[src/rtl/phyrx_pkg.sv]
package phyrx_pkg;
  localparam int DW = 8;
  localparam int CW = 2;

  typedef enum logic [1:0] {
    CTL_IDLE = 2'b00,
    CTL_STAT = 2'b01,
    CTL_RECV = 2'b10,
    CTL_XMIT = 2'b11
  } ctl_e;

  typedef enum logic [1:0] {
    SPD_100 = 2'd0,
    SPD_200 = 2'd1,
    SPD_400 = 2'd2,
    SPD_BAD = 2'd3
  } spd_e;

  typedef enum logic [1:0] {
    ST_IDLE,
    ST_SKIP,
    ST_PASS,
    ST_DROP
  } seq_e;

  function automatic logic is_dataon(input logic [DW-1:0] b);
    return b[DW-1 -: 2] == 2'b11;
  endfunction

  function automatic spd_e decode_speed(input logic [DW-1:0] b);
    if (b[DW-1 -: 2] == 2'b00)      return SPD_100;
    else if (b[DW-1 -: 4] == 4'b0100) return SPD_200;
    else if (b == 8'h50)            return SPD_400;
    else                            return SPD_BAD;
  endfunction

  function automatic logic speed_allowed(input spd_e s, input logic [1:0] cap);
    logic [1:0] lim;
    lim = (cap == 2'd3) ? 2'd2 : cap;
    return (s != SPD_BAD) && (s <= lim);
  endfunction
endpackage

[src/rtl/phyrx_classify.sv]
module phyrx_classify
  import phyrx_pkg::*;
(
  input  logic [CW-1:0] ctl,
  input  logic [DW-1:0] dbus,
  input  logic [1:0]    cap,
  output logic          recv,
  output logic          dataon,
  output logic          spd_ok,
  output spd_e          spd
);
  always_comb begin
    recv   = (ctl == CTL_RECV);
    dataon = is_dataon(dbus);
    spd    = decode_speed(dbus);
    spd_ok = speed_allowed(spd, cap);
  end
endmodule

[src/rtl/phyrx_seq.sv]
module phyrx_seq
  import phyrx_pkg::*;
(
  input  logic clk,
  input  logic rst_n,
  input  logic recv,
  input  logic dataon,
  input  logic spd_ok,
  output logic ev_accept,
  output logic ev_capture,
  output logic ev_close,
  output logic rej_pulse,
  output logic null_pulse,
  output seq_e st
);
  seq_e nxt;
  logic ev_reject, ev_null;

  always_comb begin
    nxt        = st;
    ev_accept  = 1'b0;
    ev_reject  = 1'b0;
    ev_capture = 1'b0;
    ev_close   = 1'b0;
    ev_null    = 1'b0;
    case (st)
      ST_IDLE, ST_SKIP: begin
        if (recv) begin
          if (dataon)      nxt = ST_SKIP;
          else if (spd_ok) begin ev_accept = 1'b1; nxt = ST_PASS; end
          else             begin ev_reject = 1'b1; nxt = ST_DROP; end
        end else begin
          ev_null = (st == ST_SKIP);
          nxt     = ST_IDLE;
        end
      end
      ST_PASS: begin
        if (recv) ev_capture = 1'b1;
        else begin ev_close = 1'b1; nxt = ST_IDLE; end
      end
      default: if (!recv) nxt = ST_IDLE;
    endcase
  end

  always_ff @(posedge clk) begin
    if (!rst_n) begin
      st         <= ST_IDLE;
      rej_pulse  <= 1'b0;
      null_pulse <= 1'b0;
    end else begin
      st         <= nxt;
      rej_pulse  <= ev_reject;
      null_pulse <= ev_null;
    end
  end

  assert_rej_leads_drop_R5: assert property (@(posedge clk) disable iff (!rst_n)
    rej_pulse |-> st == ST_DROP);
  assert_null_from_skip_R8: assert property (@(posedge clk) disable iff (!rst_n)
    null_pulse |-> ($past(st) == ST_SKIP && st == ST_IDLE));
endmodule

[src/rtl/phyrx_stream.sv]
module phyrx_stream
  import phyrx_pkg::*;
(
  input  logic          clk,
  input  logic          rst_n,
  input  logic          ev_accept,
  input  logic          ev_capture,
  input  logic          ev_close,
  input  logic [DW-1:0] din,
  input  spd_e          spd_in,
  output logic          out_valid,
  output logic [DW-1:0] out_data,
  output logic          out_sop,
  output logic          out_eop,
  output spd_e          out_speed,
  output logic          empty_pulse
);
  logic [DW-1:0] hold_q;
  logic          hold_vld, first_q;

  always_ff @(posedge clk) begin
    if (!rst_n) begin
      hold_q      <= '0;
      hold_vld    <= 1'b0;
      first_q     <= 1'b0;
      out_speed   <= SPD_100;
      out_valid   <= 1'b0;
      out_data    <= '0;
      out_sop     <= 1'b0;
      out_eop     <= 1'b0;
      empty_pulse <= 1'b0;
    end else begin
      out_valid   <= 1'b0;
      out_sop     <= 1'b0;
      out_eop     <= 1'b0;
      empty_pulse <= 1'b0;
      if (ev_accept) begin
        out_speed <= spd_in;
        first_q   <= 1'b1;
        hold_vld  <= 1'b0;
      end
      if (ev_capture) begin
        if (hold_vld) begin
          out_valid <= 1'b1;
          out_data  <= hold_q;
          out_sop   <= first_q;
          first_q   <= 1'b0;
        end
        hold_q   <= din;
        hold_vld <= 1'b1;
      end
      if (ev_close) begin
        if (hold_vld) begin
          out_valid <= 1'b1;
          out_data  <= hold_q;
          out_sop   <= first_q;
          out_eop   <= 1'b1;
        end else begin
          empty_pulse <= 1'b1;
        end
        hold_vld <= 1'b0;
        first_q  <= 1'b0;
      end
    end
  end

  assert_marks_need_valid_R7: assert property (@(posedge clk) disable iff (!rst_n)
    (out_sop || out_eop) |-> out_valid);
  assert_speed_steady_R4: assert property (@(posedge clk) disable iff (!rst_n)
    (out_valid && !out_sop) |-> $stable(out_speed));
endmodule

[src/rtl/phyrx_receiver.sv]
module phyrx_receiver
  import phyrx_pkg::*;
(
  input  logic          clk,
  input  logic          rst_n,
  input  logic [1:0]    link_cap,
  input  logic [CW-1:0] phy_ctl,
  input  logic [DW-1:0] phy_d,
  output logic          rx_valid,
  output logic [DW-1:0] rx_data,
  output logic          rx_sop,
  output logic          rx_eop,
  output logic [1:0]    rx_speed,
  output logic          rx_reject,
  output logic          rx_null,
  output logic          rx_empty
);
  logic recv, dataon, spd_ok;
  spd_e spd, spd_out;
  logic ev_accept, ev_capture, ev_close;
  seq_e seq_state;

  phyrx_classify u_cls (
    .ctl(phy_ctl), .dbus(phy_d), .cap(link_cap),
    .recv(recv), .dataon(dataon), .spd_ok(spd_ok), .spd(spd)
  );

  phyrx_seq u_seq (
    .clk(clk), .rst_n(rst_n), .recv(recv), .dataon(dataon), .spd_ok(spd_ok),
    .ev_accept(ev_accept), .ev_capture(ev_capture), .ev_close(ev_close),
    .rej_pulse(rx_reject), .null_pulse(rx_null), .st(seq_state)
  );

  phyrx_stream u_str (
    .clk(clk), .rst_n(rst_n), .ev_accept(ev_accept), .ev_capture(ev_capture),
    .ev_close(ev_close), .din(phy_d), .spd_in(spd),
    .out_valid(rx_valid), .out_data(rx_data), .out_sop(rx_sop), .out_eop(rx_eop),
    .out_speed(spd_out), .empty_pulse(rx_empty)
  );

  assign rx_speed = spd_out;

  assert_pulses_exclusive_R10: assert property (@(posedge clk) disable iff (!rst_n)
    $onehot0({rx_reject, rx_null, rx_empty}));
  assert_no_stream_in_drop_R5: assert property (@(posedge clk) disable iff (!rst_n)
    seq_state == ST_DROP |-> !rx_valid);
  assert_eop_closes_R7: assert property (@(posedge clk) disable iff (!rst_n)
    rx_eop |-> seq_state == ST_IDLE);
endmodule

[config.mk]
export PLATFORM = sky130hd
export DESIGN_NAME = phyrx_receiver
export DESIGN_NICKNAME = d
export VERILOG_FILES = /design/src/rtl/phyrx_pkg.sv /design/src/rtl/phyrx_classify.sv /design/src/rtl/phyrx_seq.sv /design/src/rtl/phyrx_stream.sv /design/src/rtl/phyrx_receiver.sv
export SDC_FILE = /design/constraint.sdc
export NUM_CORES = 1
export LEC_CHECK = 0
export BUFFER_PORTS_ARGS = -buffer_cell sky130_fd_sc_hd__buf_4
export CAP_MARGIN = 15
export CORE_UTILIZATION = 51
export CTS_CLUSTER_DIAMETER = 50
export DETAILED_ROUTE_END_ITERATION = 12
export GPL_ROUTABILITY_DRIVEN = 0
export GPL_TIMING_DRIVEN = 0
export PLACE_DENSITY = 0.77
export SETUP_SLACK_MARGIN = 0.3
export SLEW_MARGIN = 10
export SYNTH_ARGS = -nofsm -noshare
export SYNTH_HDL_FRONTEND = slang
export SYNTH_HIERARCHICAL = 1
export SYNTH_SLANG_ARGS = --single-unit
export TNS_END_PERCENT = 50
[constraint.sdc]
create_clock -name clk -period 2.1 [get_ports clk]
set_input_delay 0.21 -clock clk [delete_from_list [all_inputs] [get_ports clk]]
set_output_delay 0.21 -clock clk [all_outputs]
set_load 0.005 [all_outputs]
==> parameters.txt <==
Parameter                              Value

Yosys
  Most area-hungry cell type in the Yosys netlist    dfxtp_1
  Fraction of post-synthesis cell area in the top cell type by area    0.475
  Synth Area per Inst    10.0 um^2
  Flip-flop cell with the highest count after synthesis    dfxtp_1
  Seq/Total Area, Yosys    0.475
  Synth unique cells    29
  Post-synth net total    134
  EDFF count, synth    0
  #FFs+latches synth    28
  Cell with the most instances after synthesis    dfxtp_1
  Async set-reset flop share out of synthesis    0
  Number of synthesis warnings    6
  Cell area after synthesis    1180 um^2
  Most frequent cells after synthesis    dfxtp_1, nand2_1, mux2i_1, nor2b_1
  Cell count after synthesis    118
  Top cells by area in the synthesized netlist    dfxtp_1, mux2i_1, nor2b_1

Setup path
  CP dominant cell by count    nor2b_1
  Crit Path Max Fanout    4
  Startpoint of the most critical setup path    phy_d[5]
  Startpoint kind of the worst setup timing path    input pin
  Cells traversed along the worst timing path    buf_4 > nor4b_4 > nand2_1 > a21oi_1 > ha_1 > nor2b_1 > o21ai_1 > a21boi_2 > and3_4 > mux2i_1 > nor2b_1
  Delay-heaviest family, CP    simple AND/OR/NAND/NOR gates
  Crit path largest cell delay    300 ps
  Worst Setup Path Type    in -> reg
  Arrival time of the worst setup path    1900 ps
  Crit. End Element    flip-flop
  Worst Path Buf+Inv    1
  CP Data Required Time    2330 ps
  R2R Path Start    u_seq/st[1]
  Slowest stage cell, crit path    nor4b_4

Cells and area
  Post-route design area    1490 um^2
  Fillers    187
  Antenna diode count    0
  Relative area change from synthesis to final layout    26.4%
  Final non-filler cell total    181
  Net total in the final layout    170
  Fraction of final layout cells sized beyond drive strength 1    0.301

Timing
  RSZ-0062 raised after global routing    false
  Pin slew with the least headroom to its limit    455 ps
  Final Max Tran Viols    0
  Total negative setup slack    0 ps
  Worst setup slack after layout    435 ps
  Setup violation total in the final timing report    0
  Final Critical Period    1660 ps
  Tightest hold margin    153 ps
  Final period utilization    0.793
  Worst-case clock skew    3.39 ps
  Worst-case headroom to the max-slew limit    0.694
  Highest Clock Rate    601 MHz
  Final Hold Fails    0

Power and ir drop
  Internal power    691 uW
  Flop pwr share    0.609
  Switching power total    199 uW
  Comb power frac    0.100
  Leak    0.604 nW
  Switching power share of the total    0.224
  Max IR drop VDD    0.430 mV
  Clock share of power    0.291
  Power per standard cell area    596 nW/um^2

Route
  Vias per inst    5.12
  Number of search-and-repair iterations in the first detailed-routing pass    4
  Initial DRC Count    13
  Wire length after detailed routing    2270 um
  Routed wirelength normalized by instance count    12.5 um
  DRT antenna net count    0
  Total number of vias    927
  Detailed-route DRC error count    0

Clocking
  Clock-pin slew on the worst setup and hold paths    140 ps
  Worst-skew pair later-pin latency    320 ps
  Count of hold-fix buffers inserted at cts    0
  Clock net sink count    28
  Clk buf depth    2
  Number of buffers created by CTS    3
  CTS tree    built
  Master cell of the clock root buffer    clkbuf_4
  Depth of the CTS H-tree    1

Flow run
  Maximum capacitance violations    0

Die
  Std cell rows    17
  Count of pins on the block boundary    30
  Floorplan die area    2510 um^2
  Core footprint    2190 um^2
  Effective utilization at floorplan    0.539
  Y dimension of the die    50.1 um
  X dimension of the die    50.1 um

Placed design
  Worst Setup Slack post-DPL    -61.3 ps
  Placed instance area    1440 um^2
  Post-detailed-placement half-perimeter wirelength    1660 um
  Number of I/O port buffers    29
  Inst Count DP    175

Global route
  Initial antenna violation count    0
  Pin count of the biggest net entering global routing    16
  Global-route wire length before repair    3750 um
  Vias in the first global route    881
  Gr usage total    0.201
  Residual overflow from global routing    0

Outcome
  Result of the run    complete, no violations

Min path
  Start point of the worst hold path    phy_d[2]
  Path category of the worst min-delay check    in -> reg
[tightest hold or removal path, stage by stage]
cell,delay [ps]
buf_4,80
mux2i_1,60
nor2b_1,100
[cells in the final DEF, fill, tap and decap left out, types with 2 or more instances in the layout]
| cell | instances |
|---|---|
| dfxtp_1 | 28 |
| buf_4 | 33 |
| nor2b_1 | 13 |
| a21oi_1 | 3 |
| nor2_1 | 3 |
| nand2_1 | 20 |
| clkbuf_4 | 3 |
| inv_1 | 3 |
| ha_1 | 2 |
| and2_1 | 2 |
| o21ai_1 | 2 |
| buf_6 | 2 |
| mux2i_1 | 18 |
| nand2b_1 | 3 |
[cells by family (layout without fill, tap and decap cells)]
kind of cell | count (synthesis) | in the layout | synth area share
adders and majority gates | 2 | 2 | 0.0212
buffers and inverters | 9 | 44 | 0.0477
AOI/OAI and AO/OA | 11 | 11 | 0.0679
muxes | 18 | 18 | 0.153
and+or+nand+nor | 50 | 50 | 0.235
DFF | 28 | 28 | 0.475
[path summary, 6_finish.rpt]
kind                        endpoint  slack, ps  cells past startpoint
setup / recovery  u_str/out_speed[0]        440                     11
hold / removal       u_str/hold_q[2]        150                      3
setup reg to reg   u_str/out_data[3]        540                      5
hold reg to reg    u_str/out_data[4]        470                      2
[per-stage QoR]
stage | util | power (mW)
detailed placement | 0.656 | 0.638
floorplan | - | 0.598
global placement | 0.656 | 0.635
global route | 0.681 | 0.929
CTS | 0.672 | 0.896
finish | 0.681 | 0.889
[metal layers]
layer / wire length (um) / global-route usage / vias to the layer above
li1: - / - / 463
met1: 956 / 0.212 / 440
met2: 1190 / 0.371 / 20
met3: 71 / 0.0278 / 4
met4: 44 / 0.114 / 0
met5: 0 / 0 / -
[what timing repair did]
item | CTS | global route
buffers inserted | 0 | 2
endpoints found under the setup margin | 0 | 4
resized for setup | 0 | 3
[power groups by stage]
stage	clock [mW]	sequential, mW	combinational [mW]
final	0.259	0.542	0.0890
after global routing	0.289	0.543	0.0977
after CTS	0.269	0.542	0.0853
after detailed placement	0	0.553	0.0852
after global placement	0	0.553	0.0820
after floorplan	0	0.553	0.0453
[final cells by class]
cell class	count	area, um^2	area share
Tap cell	28	35.0	0.0235
Timing Repair Buffer	31	233	0.156
Inverter	4	15.0	0.0101
Clock buffer	4	36.3	0.0243
Buffer	5	41.3	0.0277
Sequential cell	28	561	0.376
Multi-Input combinational cell	81	571	0.383
[registers in the layout (all words and copies together), names as in the netlist]
register           cells
u_seq/st               2
u_str/out_eop          1
u_str/out_speed        2
u_str/out_sop          1
u_str/empty_pulse      1
u_str/out_valid        1
u_str/first_q          1
u_str/hold_vld         1
u_str/hold_q           8
u_seq/rej_pulse        1
u_seq/null_pulse       1
u_str/out_data         8
Note: power is estimated with default switching activity, not from simulation.
